### src/rtl/pes_pkg.sv
package pes_pkg;

    localparam int unsigned REQ_LEN   = 4;
    localparam int unsigned ECHO_SLOT = 2;
    localparam logic [7:0]  ECHO_VAL  = 8'h53;
    localparam logic [7:0]  PAD_BYTE  = 8'h00;

    typedef enum logic [2:0] {
        ST_IDLE,
        ST_SETTLE,
        ST_SEND,
        ST_WAIT,
        ST_CHECK,
        ST_GAP_PRE,
        ST_PULSE,
        ST_GAP_POST
    } pes_state_e;

    typedef struct packed {
        pes_state_e st;
        logic       rst_lvl;
        logic       req;
        logic [7:0] data;
        logic       pad;
        logic [7:0] echo;
        logic       done;
        logic       fail;
    } pes_regs_t;

    function automatic logic [7:0] entry_byte(input logic [1:0] idx);
        case (idx)
            2'd0:    return 8'hAC;
            2'd1:    return 8'h53;
            default: return 8'h00;
        endcase
    endfunction

endpackage

### src/rtl/pes_delay.sv
module pes_delay #(
    parameter int unsigned DELAY_CYC = 8
) (
    input  logic clk,
    input  logic rst_n,
    input  logic load_i,
    output logic zero_o
);
    localparam int unsigned CW = $clog2(DELAY_CYC + 1);
    localparam logic [CW-1:0] LOAD_VAL = CW'(DELAY_CYC - 1);

    logic [CW-1:0] cnt_d, cnt_q;

    always_comb begin
        cnt_d = cnt_q;
        if (load_i)
            cnt_d = LOAD_VAL;
        else if (cnt_q != '0)
            cnt_d = cnt_q - 1'b1;
    end

    always_ff @(posedge clk or negedge rst_n) begin
        if (!rst_n) cnt_q <= '0;
        else        cnt_q <= cnt_d;
    end

    assign zero_o = (cnt_q == '0);

    // interval counter never exceeds the programmed length
    assert_cnt_bounded_R8: assert property (@(posedge clk) disable iff (!rst_n)
        cnt_q <= LOAD_VAL);

endmodule

### src/rtl/pes_tries.sv
module pes_tries #(
    parameter int unsigned MAX_TRIES = 32
) (
    input  logic clk,
    input  logic rst_n,
    input  logic clr_i,
    input  logic inc_i,
    output logic last_o
);
    localparam int unsigned TW = $clog2(MAX_TRIES + 1);
    localparam logic [TW-1:0] LAST_VAL = TW'(MAX_TRIES - 1);

    logic [TW-1:0] cnt_d, cnt_q;

    always_comb begin
        cnt_d = cnt_q;
        if (clr_i)
            cnt_d = '0;
        else if (inc_i)
            cnt_d = cnt_q + 1'b1;
    end

    always_ff @(posedge clk or negedge rst_n) begin
        if (!rst_n) cnt_q <= '0;
        else        cnt_q <= cnt_d;
    end

    assign last_o = (cnt_q == LAST_VAL);

    // the sequencer never asks for an attempt beyond the limit
    assert_no_overflow_R9: assert property (@(posedge clk) disable iff (!rst_n)
        inc_i |-> !last_o);

    assert_cnt_range_R9: assert property (@(posedge clk) disable iff (!rst_n)
        cnt_q <= LAST_VAL);

endmodule

### src/rtl/pes_frame.sv
module pes_frame
    import pes_pkg::*;
(
    input  logic       clk,
    input  logic       rst_n,
    input  logic       clr_i,
    input  logic       adv_i,
    output logic [7:0] byte_o,
    output logic       echo_slot_o,
    output logic       last_o
);
    localparam int unsigned IW = $clog2(REQ_LEN);

    logic [IW-1:0] idx_d, idx_q;

    always_comb begin
        idx_d = idx_q;
        if (clr_i)
            idx_d = '0;
        else if (adv_i)
            idx_d = idx_q + 1'b1;
    end

    always_ff @(posedge clk or negedge rst_n) begin
        if (!rst_n) idx_q <= '0;
        else        idx_q <= idx_d;
    end

    assign byte_o      = entry_byte(idx_q);
    assign echo_slot_o = (idx_q == IW'(ECHO_SLOT));
    assign last_o      = (idx_q == IW'(REQ_LEN - 1));

    // the slot index never advances past the fourth byte
    assert_no_wrap_R3: assert property (@(posedge clk) disable iff (!rst_n)
        adv_i |-> !last_o);

endmodule

### src/rtl/prog_entry_seq.sv
module prog_entry_seq
    import pes_pkg::*;
#(
    parameter int unsigned DELAY_CYC = 8,
    parameter int unsigned MAX_TRIES = 32,
    parameter bit          PAD_EN    = 1'b1
) (
    input  logic       clk,
    input  logic       rst_n,
    input  logic       start_i,
    output logic       done_o,
    output logic       fail_o,
    output logic       tgt_rst_o,
    output logic       xfer_req_o,
    output logic [7:0] xfer_data_o,
    input  logic       xfer_busy_i,
    input  logic       xfer_done_i,
    input  logic [7:0] xfer_rx_i
);
    pes_regs_t r_d, r_q;

    logic       tmr_load, tmr_zero;
    logic       try_clr, try_inc, try_last;
    logic       fr_clr, fr_adv, fr_echo, fr_last;
    logic [7:0] fr_byte;

    pes_delay #(.DELAY_CYC(DELAY_CYC)) u_delay (
        .clk    (clk),
        .rst_n  (rst_n),
        .load_i (tmr_load),
        .zero_o (tmr_zero)
    );

    pes_tries #(.MAX_TRIES(MAX_TRIES)) u_tries (
        .clk    (clk),
        .rst_n  (rst_n),
        .clr_i  (try_clr),
        .inc_i  (try_inc),
        .last_o (try_last)
    );

    pes_frame u_frame (
        .clk         (clk),
        .rst_n       (rst_n),
        .clr_i       (fr_clr),
        .adv_i       (fr_adv),
        .byte_o      (fr_byte),
        .echo_slot_o (fr_echo),
        .last_o      (fr_last)
    );

    always_comb begin
        r_d      = r_q;
        r_d.req  = 1'b0;
        r_d.done = 1'b0;
        r_d.fail = 1'b0;
        tmr_load = 1'b0;
        try_clr  = 1'b0;
        try_inc  = 1'b0;
        fr_clr   = 1'b0;
        fr_adv   = 1'b0;

        case (r_q.st)
            ST_IDLE: begin
                if (start_i) begin
                    r_d.st      = ST_SETTLE;
                    r_d.rst_lvl = 1'b0;
                    r_d.pad     = 1'b0;
                    tmr_load    = 1'b1;
                    try_clr     = 1'b1;
                    fr_clr      = 1'b1;
                end
            end
            ST_SETTLE: begin
                if (tmr_zero) r_d.st = ST_SEND;
            end
            ST_SEND: begin
                if (!xfer_busy_i) begin
                    r_d.req  = 1'b1;
                    r_d.data = r_q.pad ? PAD_BYTE : fr_byte;
                    r_d.st   = ST_WAIT;
                end
            end
            ST_WAIT: begin
                if (xfer_done_i) begin
                    if (r_q.pad) begin
                        r_d.pad  = 1'b0;
                        r_d.st   = ST_GAP_PRE;
                        tmr_load = 1'b1;
                    end else begin
                        if (fr_echo) r_d.echo = xfer_rx_i;
                        if (fr_last) begin
                            r_d.st = ST_CHECK;
                        end else begin
                            fr_adv = 1'b1;
                            r_d.st = ST_SEND;
                        end
                    end
                end
            end
            ST_CHECK: begin
                fr_clr = 1'b1;
                if (r_q.echo == ECHO_VAL) begin
                    r_d.done = 1'b1;
                    r_d.st   = ST_IDLE;
                end else if (try_last) begin
                    r_d.fail    = 1'b1;
                    r_d.rst_lvl = 1'b1;
                    r_d.st      = ST_IDLE;
                end else begin
                    try_inc = 1'b1;
                    if (PAD_EN) begin
                        r_d.pad = 1'b1;
                        r_d.st  = ST_SEND;
                    end else begin
                        r_d.st   = ST_GAP_PRE;
                        tmr_load = 1'b1;
                    end
                end
            end
            ST_GAP_PRE: begin
                if (tmr_zero) begin
                    r_d.st      = ST_PULSE;
                    r_d.rst_lvl = 1'b1;
                    tmr_load    = 1'b1;
                end
            end
            ST_PULSE: begin
                if (tmr_zero) begin
                    r_d.st      = ST_GAP_POST;
                    r_d.rst_lvl = 1'b0;
                    tmr_load    = 1'b1;
                end
            end
            ST_GAP_POST: begin
                if (tmr_zero) r_d.st = ST_SEND;
            end
            default: r_d.st = ST_IDLE;
        endcase
    end

    always_ff @(posedge clk or negedge rst_n) begin
        if (!rst_n) begin
            r_q.st      <= ST_IDLE;
            r_q.rst_lvl <= 1'b1;
            r_q.req     <= 1'b0;
            r_q.data    <= '0;
            r_q.pad     <= 1'b0;
            r_q.echo    <= '0;
            r_q.done    <= 1'b0;
            r_q.fail    <= 1'b0;
        end else begin
            r_q <= r_d;
        end
    end

    assign done_o      = r_q.done;
    assign fail_o      = r_q.fail;
    assign tgt_rst_o   = r_q.rst_lvl;
    assign xfer_req_o  = r_q.req;
    assign xfer_data_o = r_q.data;

    // a byte is handed over only when the engine was idle
    assert_req_engine_idle_R4: assert property (@(posedge clk) disable iff (!rst_n)
        xfer_req_o |-> !$past(xfer_busy_i));

    // requests are single-cycle pulses
    assert_req_pulse_R4: assert property (@(posedge clk) disable iff (!rst_n)
        xfer_req_o |=> !xfer_req_o);

    // no byte while the target reset line is high
    assert_req_rst_low_R8: assert property (@(posedge clk) disable iff (!rst_n)
        xfer_req_o |-> !tgt_rst_o);

    // success pulse is one cycle and keeps target in reset
    assert_done_pulse_R10: assert property (@(posedge clk) disable iff (!rst_n)
        done_o |=> !done_o);

    assert_done_rst_low_R10: assert property (@(posedge clk) disable iff (!rst_n)
        done_o |-> !tgt_rst_o);

    // failure releases the target reset line
    assert_fail_release_R9: assert property (@(posedge clk) disable iff (!rst_n)
        fail_o |-> tgt_rst_o);

    assert_outcome_exclusive_R9: assert property (@(posedge clk) disable iff (!rst_n)
        !(done_o && fail_o));

endmodule

### config.mk
export PLATFORM = sky130hd
export DESIGN_NAME = prog_entry_seq
export DESIGN_NICKNAME = d
export VERILOG_FILES = /design/src/rtl/pes_pkg.sv /design/src/rtl/pes_delay.sv /design/src/rtl/pes_tries.sv /design/src/rtl/pes_frame.sv /design/src/rtl/prog_entry_seq.sv
export SDC_FILE = /design/constraint.sdc
export NUM_CORES = 1
export LEC_CHECK = 0
export BUFFER_PORTS_ARGS = -buffer_cell sky130_fd_sc_hd__buf_2
export CAP_MARGIN = 20
export CELL_PAD_IN_SITES_DETAIL_PLACEMENT = 1
export CELL_PAD_IN_SITES_GLOBAL_PLACEMENT = 2
export CORE_MARGIN = 5
export CORE_UTILIZATION = 39
export DETAILED_ROUTE_END_ITERATION = 6
export GPL_ROUTABILITY_DRIVEN = 0
export PLACE_DENSITY_LB_ADDON = 0.1
export SYNTH_ARGS = -nofsm -noshare
export SYNTH_HDL_FRONTEND = slang
export SYNTH_SLANG_ARGS = --single-unit
### constraint.sdc
create_clock -name clk -period 4.46 [get_ports clk]
set_input_delay 0.223 -clock clk [delete_from_list [all_inputs] [get_ports clk]]
set_output_delay 0.223 -clock clk [all_outputs]
set_load 0.02 [all_outputs]
==> insert_results.sql <==
INSERT INTO impl_metrics (metric_group, metric, value, unit) VALUES
('layout', 'diodes', '0', ''),
('timing', 'setup_ws', '2.29', 'ns'),
('synth', 'sequential_to_total_area_share_from_yosys_stat', '44.6', '%'),
('global_route', 'track_usage', '14.5', '%'),
('hold_path', 'worst_hold_path_type', 'in2async', ''),
('synth', 'ys_seq_elements', '30', ''),
('worst_setup_path', 'r2r_cells', '7', ''),
('power', 'worst_ir_drop_on_vdd', '0.000235', 'V'),
('worst_setup_path', 'cp-endpoint', 'r_q[22]$_DFFE_PN0P_', ''),
('floorplan', 'num_rows', '24', ''),
('power', 'swShare', '40.3', '%'),
('worst_setup_path', 'critPathLaunch', 'u_delay.cnt_q[0]$_DFFE_PN0P_', ''),
('timing', 'fin_hold_ws', '-0.0151', 'ns'),
('timing', 'clock_skew', '0.00203', 'ns'),
('synth', 'synth.distinct_cells', '50', ''),
('global_route', 'grt_overflow_total', '0', ''),
('outcome', 'failed_checks', 'hold timing', ''),
('layout', 'layout.cells.non_filler', '231', ''),
('worst_setup_path', 'crit_path_start_kind', 'register', ''),
('placed_design', 'buffer_ports.inserted', '24', ''),
('outcome', 'outcome', 'complete, but fails checks', ''),
('cts', 'clockBufferDepth', '2', ''),
('detailed_routing', 'remaining_drc_errors', '0', ''),
('worst_setup_path', 'worst-r2r-setup-slack', '2.29', 'ns'),
('placed_design', 'placement.cell_area', '1760', 'um2'),
('synth', 'yosys-mux-area-fraction', '8.38', '%'),
('synth', 'cell_area_after_synthesis', '1690', 'um2'),
('timing', 'max-slew-margin-rel', '52.6', '%'),
('floorplan', 'pin_count', '25', ''),
('detailed_routing', 'drt_pre_antenna_iters', '4', ''),
('global_route', 'grt_antenna_before_repair', '0', ''),
('cts', 'cts_num_sinks', '30', ''),
('timing', 'slew_violations', '0', ''),
('cts', 'ctsHoldBuffers', '0', ''),
('timing', 'hold_viol', '29', ''),
('power', 'power_density', '628', 'nW/um2'),
('cts', 'tritoncts_clock_tree', 'yes', ''),
('global_route', 'grt_first_pass_wirelength', '6150', 'um'),
('synth', 'synthArstFlopShare', '100', '%'),
('detailed_routing', 'routed_via_density', '5.16', ''),
('cts', 'cts.htree.levels', '2', ''),
('synth', 'synth-xor-area-share', '2.59', '%'),
('synth', 'dominantRegCellSynth', 'dfrtp_1', ''),
('timing', 'max_freq', '460', 'MHz'),
('floorplan', 'design.die.area', '5740', 'um2'),
('power', 'internal_power_summed_over_all_cells', '690', 'uW'),
('synth', 'synth-simple-area-share', '20.1', '%'),
('global_route', 'grt_start_max_net_pins', '31', ''),
('synth', 'syn_inst', '161', ''),
('synth', 'synth_top_cells_by_count', 'dfrtp_1, nand2_1, nor2_1', ''),
('synth', 'netlist.top_cell.by_area', 'dfrtp_1', ''),
('worst_setup_path', 'reg2reg_to', 'r_q[22]$_DFFE_PN0P_', ''),
('detailed_routing', 'num_vias', '1193', ''),
('layout', 'layout-drive-gt1-share', '20.7', '%'),
('cts', 'clk_latency', '0.28', 'ns'),
('cts', 'cts_setup_buffers', '0', ''),
('power', 'leakage', '0.000869', 'uW'),
('synth', 'number_of_synthesized_flops_with_an_enable_pin', '0', ''),
('synth', 'synth_compound_gate_area_share', '10.2', '%'),
('global_route', 'first_global_vias', '1282', ''),
('layout', 'fin_area', '1840', 'um2'),
('timing', 'setup_repair_after_global_routing_missed_its_margin', 'no', ''),
('worst_setup_path', 'worst-setup-path-type', 'reg2reg', ''),
('synth', 'syn-num-nets', '181', ''),
('placed_design', 'detailed_place_hpwl', '2640', 'um'),
('worst_setup_path', 'critPathRequiredTime', '4.62', 'ns'),
('detailed_routing', 'drt-total-wl', '3580', 'um'),
('worst_setup_path', 'critical_path.max_fanout', '7', ''),
('worst_setup_path', 'timing.critical_path.arrival', '2.33', 'ns'),
('detailed_routing', 'drt.antenna.violating_nets', '0', ''),
('synth', 'yosysWarningCount', '0', '');
==> worst min path at each step <==
stage	from	to	cells after the start
final	rst_n	xfer_data_o[6]$_DFFE_PN0P_	1
after global routing	rst_n	r_q[8]$_DFFE_PN0P_	1
after CTS	rst_n	r_q[8]$_DFFE_PN0P_	1
after detailed placement	rst_n	xfer_data_o[6]$_DFFE_PN0P_	1
after global placement	rst_n	xfer_data_o[5]$_DFFE_PN0P_	1
after floorplan	rst_n	done_o$_DFF_PN0_	0
==> layer usage <==
layer | track usage, % | share of wire (%)
met1 | 18.4 | 45
met2 | 23.8 | 50
met3 | 3.56 | 3.2
met4 | 5.24 | 1.6
met5 | 0 | 0
==> area by class of cell <==
type	instances	area [um2]	area share, %
clock buffers	8	80.1	4.35
repair buffers	24	120	6.52
inverters	9	33.8	1.83
flip-flops and latches	30	752	40.8
well taps	52	65.1	3.53
multi-input cells	108	791	42.9
==> registers in the layout, summed over array words and instances (netlist names) <==
| signal | cells |
|---|---|
| done_o | 1 |
| xfer_req_o | 1 |
| r_q | 12 |
| u_delay.cnt_q | 4 |
| xfer_data_o | 2 |
| tgt_rst_o | 1 |
| u_frame.idx_q | 2 |
| fail_o | 1 |
| u_tries.cnt_q | 6 |
==> critical path: stages (launching register included) <==
cell and delay [ns]:
dfrtp_1 0.41, inv_1 0.07, ha_1 0.17, or3b_1 0.51
a22oi_4 0.20, o211ai_4 0.13, or4_4 0.45, o311a_1 0.13
==> cells in the final DEF (no fill, tap or decap), types with 5 or more instances in the layout <==
cell	synthesis	layout
nand2_1	14	14
mux2_1	9	9
clkbuf_8	0	5
ha_1	6	6
o21ai_1	6	6
inv_1	7	7
buf_2	2	24
dfrtp_1	29	29
nor2_1	13	13
==> stage by stage <==
step,hold WS [ns],util [%]
after floorplan,-0.0726,-
after global placement,0.298,41.3
after detailed placement,0.318,41.3
after CTS,0.0143,43.2
after global routing,0.0587,43.2
final,-0.0151,43.2
==> logic make-up (layout without fill, tap and decap cells) <==
kind of cell               Yosys count  in the layout
xor gates and xnor gates             5              5
and+or+nand+nor                     61             61
muxes                               13             13
DFF                                 30             30
AOI/OAI and AO/OA                   22             22
adders and majority gates            7              7
buffers and inverters               23             41
==> power groups by stage <==
| stage | Sequential, uW | Clock [uW] | Combinational, uW |
|---|---|---|---|
| after floorplan | 449 | 0 | 437 |
| after global placement | 486 | 0 | 444 |
| after detailed placement | 500 | 0 | 464 |
| after CTS | 495 | 219 | 467 |
| after global routing | 512 | 228 | 517 |
| final | 492 | 209 | 456 |
Power figures use the tool's default switching activity.
